--- src/rtl/fcd_pkg.sv ---
package fcd_pkg;

  typedef enum logic [2:0] {
    FK_FILL   = 3'd0,
    FK_DATA_T = 3'd1,
    FK_DATA_I = 3'd2,
    FK_CTRL   = 3'd3,
    FK_BAD    = 3'd4
  } fkind_e;

  typedef struct packed {
    fkind_e kind;
    logic   flag;
  } fdec_t;

  // Classify a control code; the flag bit is meaningful only for data kinds.
  function automatic fdec_t classify(input logic [3:0] code);
    fdec_t r;
    r.flag = 1'b0;
    case (code)
      4'b1101: r.kind = FK_DATA_T;
      4'b1011: begin r.kind = FK_DATA_T; r.flag = 1'b1; end
      4'b0010: r.kind = FK_DATA_I;
      4'b0100: begin r.kind = FK_DATA_I; r.flag = 1'b1; end
      4'b0011: r.kind = FK_CTRL;
      4'b1100: r.kind = FK_FILL;
      default: r.kind = FK_BAD;
    endcase
    return r;
  endfunction

  function automatic logic is_data(input fkind_e k);
    return (k == FK_DATA_T) || (k == FK_DATA_I);
  endfunction

endpackage

--- src/rtl/fcd_code_decode.sv ---
module fcd_code_decode
  import fcd_pkg::*;
(
  input  logic [3:0] code,
  input  logic       flag_sel,
  output logic       is_ctrl,
  output logic       is_dat,
  output logic       is_bad,
  output logic       invert,
  output logic       pass,
  output logic       uflag,
  output logic       oflag
);
  fdec_t dec;

  always_comb begin
    dec     = classify(code);
    is_ctrl = (dec.kind == FK_CTRL);
    is_dat  = is_data(dec.kind);
    is_bad  = (dec.kind == FK_BAD);
    invert  = (dec.kind == FK_DATA_I);
    pass    = is_dat || is_ctrl;
    uflag   = is_dat && flag_sel && dec.flag;
    oflag   = is_dat && !flag_sel && dec.flag;
  end
endmodule

--- src/rtl/fcd_data_restore.sv ---
module fcd_data_restore #(
  parameter int W = 20
) (
  input  logic [W-1:0] din,
  input  logic         invert,
  input  logic         pass,
  output logic [W-1:0] dout
);
  for (genvar i = 0; i < W; i++) begin : g_bit
    assign dout[i] = pass & (din[i] ^ invert);
  end
endmodule

--- src/rtl/fcd_out_reg.sv ---
module fcd_out_reg #(
  parameter int W  = 20,
  parameter int CW = 4
) (
  input  logic          clk,
  input  logic          rst_n,
  input  logic          load,
  input  logic          ctrl_d,
  input  logic          dat_d,
  input  logic          bad_d,
  input  logic          inv_d,
  input  logic          uflag_d,
  input  logic          oflag_d,
  input  logic [W-1:0]  data_d,
  input  logic [CW-1:0] code_d,
  output logic          ctl_avail_n,
  output logic          data_avail_n,
  output logic          code_err,
  output logic          data_inv,
  output logic          user_flag,
  output logic          odd_half,
  output logic [W-1:0]  data_out,
  output logic [CW-1:0] ctl_echo
);
  always_ff @(posedge clk or negedge rst_n) begin
    if (!rst_n) begin
      ctl_avail_n  <= 1'b1;
      data_avail_n <= 1'b1;
      code_err     <= 1'b0;
      data_inv     <= 1'b0;
      user_flag    <= 1'b0;
      odd_half     <= 1'b0;
      data_out     <= '0;
      ctl_echo     <= '0;
    end else if (load) begin
      ctl_avail_n  <= !ctrl_d;
      data_avail_n <= !dat_d;
      code_err     <= bad_d;
      data_inv     <= inv_d;
      user_flag    <= uflag_d;
      odd_half     <= oflag_d;
      data_out     <= data_d;
      ctl_echo     <= code_d;
    end
  end
endmodule

--- src/rtl/frame_ctl_decoder.sv ---
module frame_ctl_decoder #(
  parameter int DATA_W = 20
) (
  input  logic              clk,
  input  logic              rst_n,
  input  logic              frame_stb,
  input  logic              flag_sel,
  input  logic [3:0]        ctl_field,
  input  logic [DATA_W-1:0] data_field,
  output logic              ctl_avail_n,
  output logic              data_avail_n,
  output logic              code_err,
  output logic              data_inv,
  output logic [DATA_W-1:0] data_out,
  output logic              user_flag,
  output logic              odd_half,
  output logic [3:0]        ctl_echo
);
  localparam int CODE_W = 4;

  // Named internal events, visible to the bound checker.
  logic              upd_evt;
  logic              cls_ctrl, cls_data, cls_bad, cls_inv, cls_pass;
  logic              f_user, f_odd;
  logic [DATA_W-1:0] restored;

  assign upd_evt = frame_stb;

  fcd_code_decode u_dec (
    .code     (ctl_field),
    .flag_sel (flag_sel),
    .is_ctrl  (cls_ctrl),
    .is_dat   (cls_data),
    .is_bad   (cls_bad),
    .invert   (cls_inv),
    .pass     (cls_pass),
    .uflag    (f_user),
    .oflag    (f_odd)
  );

  fcd_data_restore #(.W(DATA_W)) u_rest (
    .din    (data_field),
    .invert (cls_inv),
    .pass   (cls_pass),
    .dout   (restored)
  );

  fcd_out_reg #(.W(DATA_W), .CW(CODE_W)) u_reg (
    .clk          (clk),
    .rst_n        (rst_n),
    .load         (upd_evt),
    .ctrl_d       (cls_ctrl),
    .dat_d        (cls_data),
    .bad_d        (cls_bad),
    .inv_d        (cls_inv),
    .uflag_d      (f_user),
    .oflag_d      (f_odd),
    .data_d       (restored),
    .code_d       (ctl_field),
    .ctl_avail_n  (ctl_avail_n),
    .data_avail_n (data_avail_n),
    .code_err     (code_err),
    .data_inv     (data_inv),
    .user_flag    (user_flag),
    .odd_half     (odd_half),
    .data_out     (data_out),
    .ctl_echo     (ctl_echo)
  );
endmodule

--- config.mk ---
export PLATFORM = sky130hd
export DESIGN_NAME = frame_ctl_decoder
export DESIGN_NICKNAME = d
export VERILOG_FILES = /design/src/rtl/fcd_pkg.sv /design/src/rtl/fcd_code_decode.sv /design/src/rtl/fcd_data_restore.sv /design/src/rtl/fcd_out_reg.sv /design/src/rtl/frame_ctl_decoder.sv
export SDC_FILE = /design/constraint.sdc
export NUM_CORES = 1
export LEC_CHECK = 0
export ABC_AREA = 1
export CAP_MARGIN = 20
export CORE_MARGIN = 2
export CORE_UTILIZATION = 30
export DETAILED_ROUTE_END_ITERATION = 10
export DONT_BUFFER_PORTS = 1
export PLACE_DENSITY = 0.48
export SETUP_SLACK_MARGIN = 0.4
export SLEW_MARGIN = 0
export SYNTH_ARGS = -nofsm -noshare
export SYNTH_HDL_FRONTEND = slang
export SYNTH_SLANG_ARGS = --single-unit
--- constraint.sdc ---
create_clock -name clk -period 1.34 [get_ports clk]
set_clock_uncertainty 0.05 [all_clocks]
set_input_delay 0.134 -clock clk [delete_from_list [all_inputs] [get_ports clk]]
set_output_delay 0.134 -clock clk [all_outputs]
set_load 0.03 [all_outputs]
==> results.yml <==
clock_tree:
  clk_latency_ns: 0.28
  root_buffer: "clkbuf_8"
  cts_tree: "built"
  cts_setup_buffers: 0
  clk_path_buf_depth: 2
  numCtsBuffers: 5
  clkTransAtPathRegs_ns: 0.07
  numClockSinks: 30
  cts-hold-fix-buffers: 9
  htreeDepth: 2
sta:
  fmax_mhz: 906.5
  maxSlewHeadroom_pct: 78.58
  fin_crit_ns: 1.103
  worstMarginPinSlew_ns: 0.3205
  finalSetupTns_ns: 0
  final_hold_viol_count: 24
  finalCritPeriodShare_pct: 82.32
  timing.final.ws_setup_ns: 0.2369
  drv_slew: 0
  hold_ws_ns: -0.09720
  rsz0062_at_grt: "true"
  setup_violations: 0
synth:
  synth_top_area_share_pct: 40.40
  yosysTopAreaCell: "dfrtp_1"
  synth_adder_area_share_pct: 0
  synth_cell_types: 23
  synth.area.mux_share_pct: 0
  synth.cell_area_um2: 1734
  synth_area_leaders: "dfrtp_1 40%, nand2_1 19%, nand3_1 8.7%, nand3_2 6.3%, nand2_2 5.1%"
  synth-seq-cells: 30
  syn_area_per_cell_um2: 7.573
  synth_warnings: 0
  synthXorXnorAreaFrac_pct: 0
  synth_top_family_by_area: "simple AND/OR/NAND/NOR gates"
  yosys.area_share.simple_pct: 42.28
  synth_compound_area_share_pct: 3.030
  synthCells: 229
  yosysSeqAreaShare_pct: 43.43
  synth_nets: 257
critical_path:
  rr_worst_depth: 2
  worst_setup_path_start_kind: "flop"
  worstPathArrival_ns: 0.92
  cp-end-kind: "output port"
  reg2reg_to: "u_reg.data_avail_n"
  cp-startpoint: "u_reg.data_avail_n"
  reg2reg_slack_ns: 0.45
  cp_num_cells: 0
  critPathRequiredTime_ns: 1.16
  worstSetupPathType: "reg2out"
  rr_startpoint: "u_reg.data_avail_n"
  cp_max_fo: 2
  crit_path_end: "data_avail_n"
routing:
  via_per_inst: 4.523
  wl_per_cell_um: 13.28
  drtPass1Iterations: 4
  vias: 1393
  routed_wl_mm: 4.091
  ant_nets: 0
  drc: 0
  drt_iter0_drc: 60
power:
  power.density_nw_per_um2: 1164
  finalPower_mw: 2.337
  leakagePower_nw: 1.039
  ir_drop_mv: 0.3546
layout:
  syn2layout_area_growth_pct: 15.80
  seqCellArea_um2: 788.3
  nFillCells: 590
  multiInputGateArea_um2: 785.8
  drive_above_1_share_pct: 31.78
  finalNonFillerCells: 308
  diodes: 0
  final_nets: 263
grt:
  grt_pass1_vias: 1392
  grt-ovfl-total: 0
  grt_max_degree: 31
  antenna_found_initial: 0
  grt_pass1_wl_mm: 6.844
  grt_use_total_pct: 13.81
placed_design:
  placedCellCount: 292
  hpwl_mm: 2.810
  place_congestion: 0.6881
  io_buffers: 0
  post-place-ws_ns: 0.2634
run_status:
  run_status: "finished, violations left"
  violations: "hold timing"
floorplan:
  io_pins: 58
  coreArea_um2: 5540
  start_util_pct: 31.30
  die_h_um: 80.03
  fp.dieW_um: 80.03
  rows: 27
  dieArea_um2: 6405
worst_hold_path:
  hold_class: "in2reg"
  hold_start: "frame_stb"
flow_run:
  drv_cap: 0
how the worst min path moves through the flow:
stage                     slack [ns]                 end  cells after the start
after floorplan                -0.21      u_reg.code_err                      0
after global placement         -0.21     u_reg.user_flag                      0
after detailed placement       -0.21      u_reg.odd_half                      0
after CTS                      -0.12  u_reg.data_avail_n                      2
after global routing           -0.10  u_reg.data_avail_n                      2
final                           -0.1  u_reg.data_avail_n                      2
where the power goes:
| part | internal [mW] | leakage, nW | switching, mW |
|---|---|---|---|
| Combinational | 0.118 | 0.630 | 0.179 |
| Sequential | 0.990 | 0.352 | 0.183 |
| Clock | 0.518 | 0.0575 | 0.349 |
cell usage in the layout, fill, tap and decap left out:
master         Yosys  layout
clkinv_1           1       1
a21oi_1            1       1
nand2_1           90      90
nor2_1             2       2
nand3_1           30      30
o22ai_1            1       1
clkbuf_8           0       8
nor2_4             1       1
o211ai_1           1       1
nand3_2           11      11
inv_2              2       2
o21ai_2            1       1
buf_4              3       4
o21ai_0            1       1
dfrtp_2            0      28
dfstp_2            2       2
dlygate4sd3_1      0       7
nand2_2           14      14
nand2_4            2       2
o21ai_1            4       4
buf_12             0       2
nand4_1            1       1
inv_1             22      22
metrics by stage:
stage	util, %	hold WS (ns)	cell area [µm²]
CTS	36.43	-0.1163	2018
finish	36.25	-0.09720	2008
global placement	32.00	-0.2107	1773
global route	36.25	-0.1044	2008
floorplan	-	-0.2116	1734
detailed placement	32.00	-0.2104	1773
sequential cells by signal, summed over array words and instances, names as in the netlist:
name	flops
u_reg.code_err	1
u_reg.ctl_avail_n	1
u_reg.ctl_echo	4
u_reg.data_avail_n	1
u_reg.data_inv	1
u_reg.data_out	20
u_reg.odd_half	1
u_reg.user_flag	1
Yosys cell counts:
cell / number
a21oi_1: 1
buf_2: 6
buf_4: 3
buf_6: 4
clkbuf_1: 1
clkinv_1: 1
dfrtp_1: 28
dfstp_2: 2
inv_1: 22
inv_2: 2
nand2_1: 90
nand2_2: 14
nand2_4: 2
nand3_1: 30
nand3_2: 11
nand4_1: 1
nor2_1: 2
nor2_4: 1
o211ai_1: 1
o21ai_0: 1
o21ai_1: 4
o21ai_2: 1
o22ai_1: 1
logic make-up after synthesis:
group           count (synthesis)
compound gates                  9
flops                          30
simple gates                  151
buf+inv                        39
final cells by class:
class	count	share of cell area, %
well taps	72	4.486
flip-flops and latches	30	39.25
multi-input cells	160	39.13
inverters	25	4.673
repair buffers	13	6.978
clock buffers	8	5.483
routing by layer:
metal	track usage (%)	wire [µm]	vias up
met5	0	0	-
met4	4.068	49	0
met3	7.240	437	7
met2	21.50	1780	40
met1	16.50	1824	628
li1	-	-	718
timing repair:
action,in CTS,in global routing
hold endpoints to repair,59,24
pin swaps,0,1
gates resized for setup,28,0
endpoints found under the setup margin,30,31
No activity file was read; power rests on OpenSTA's default activity.
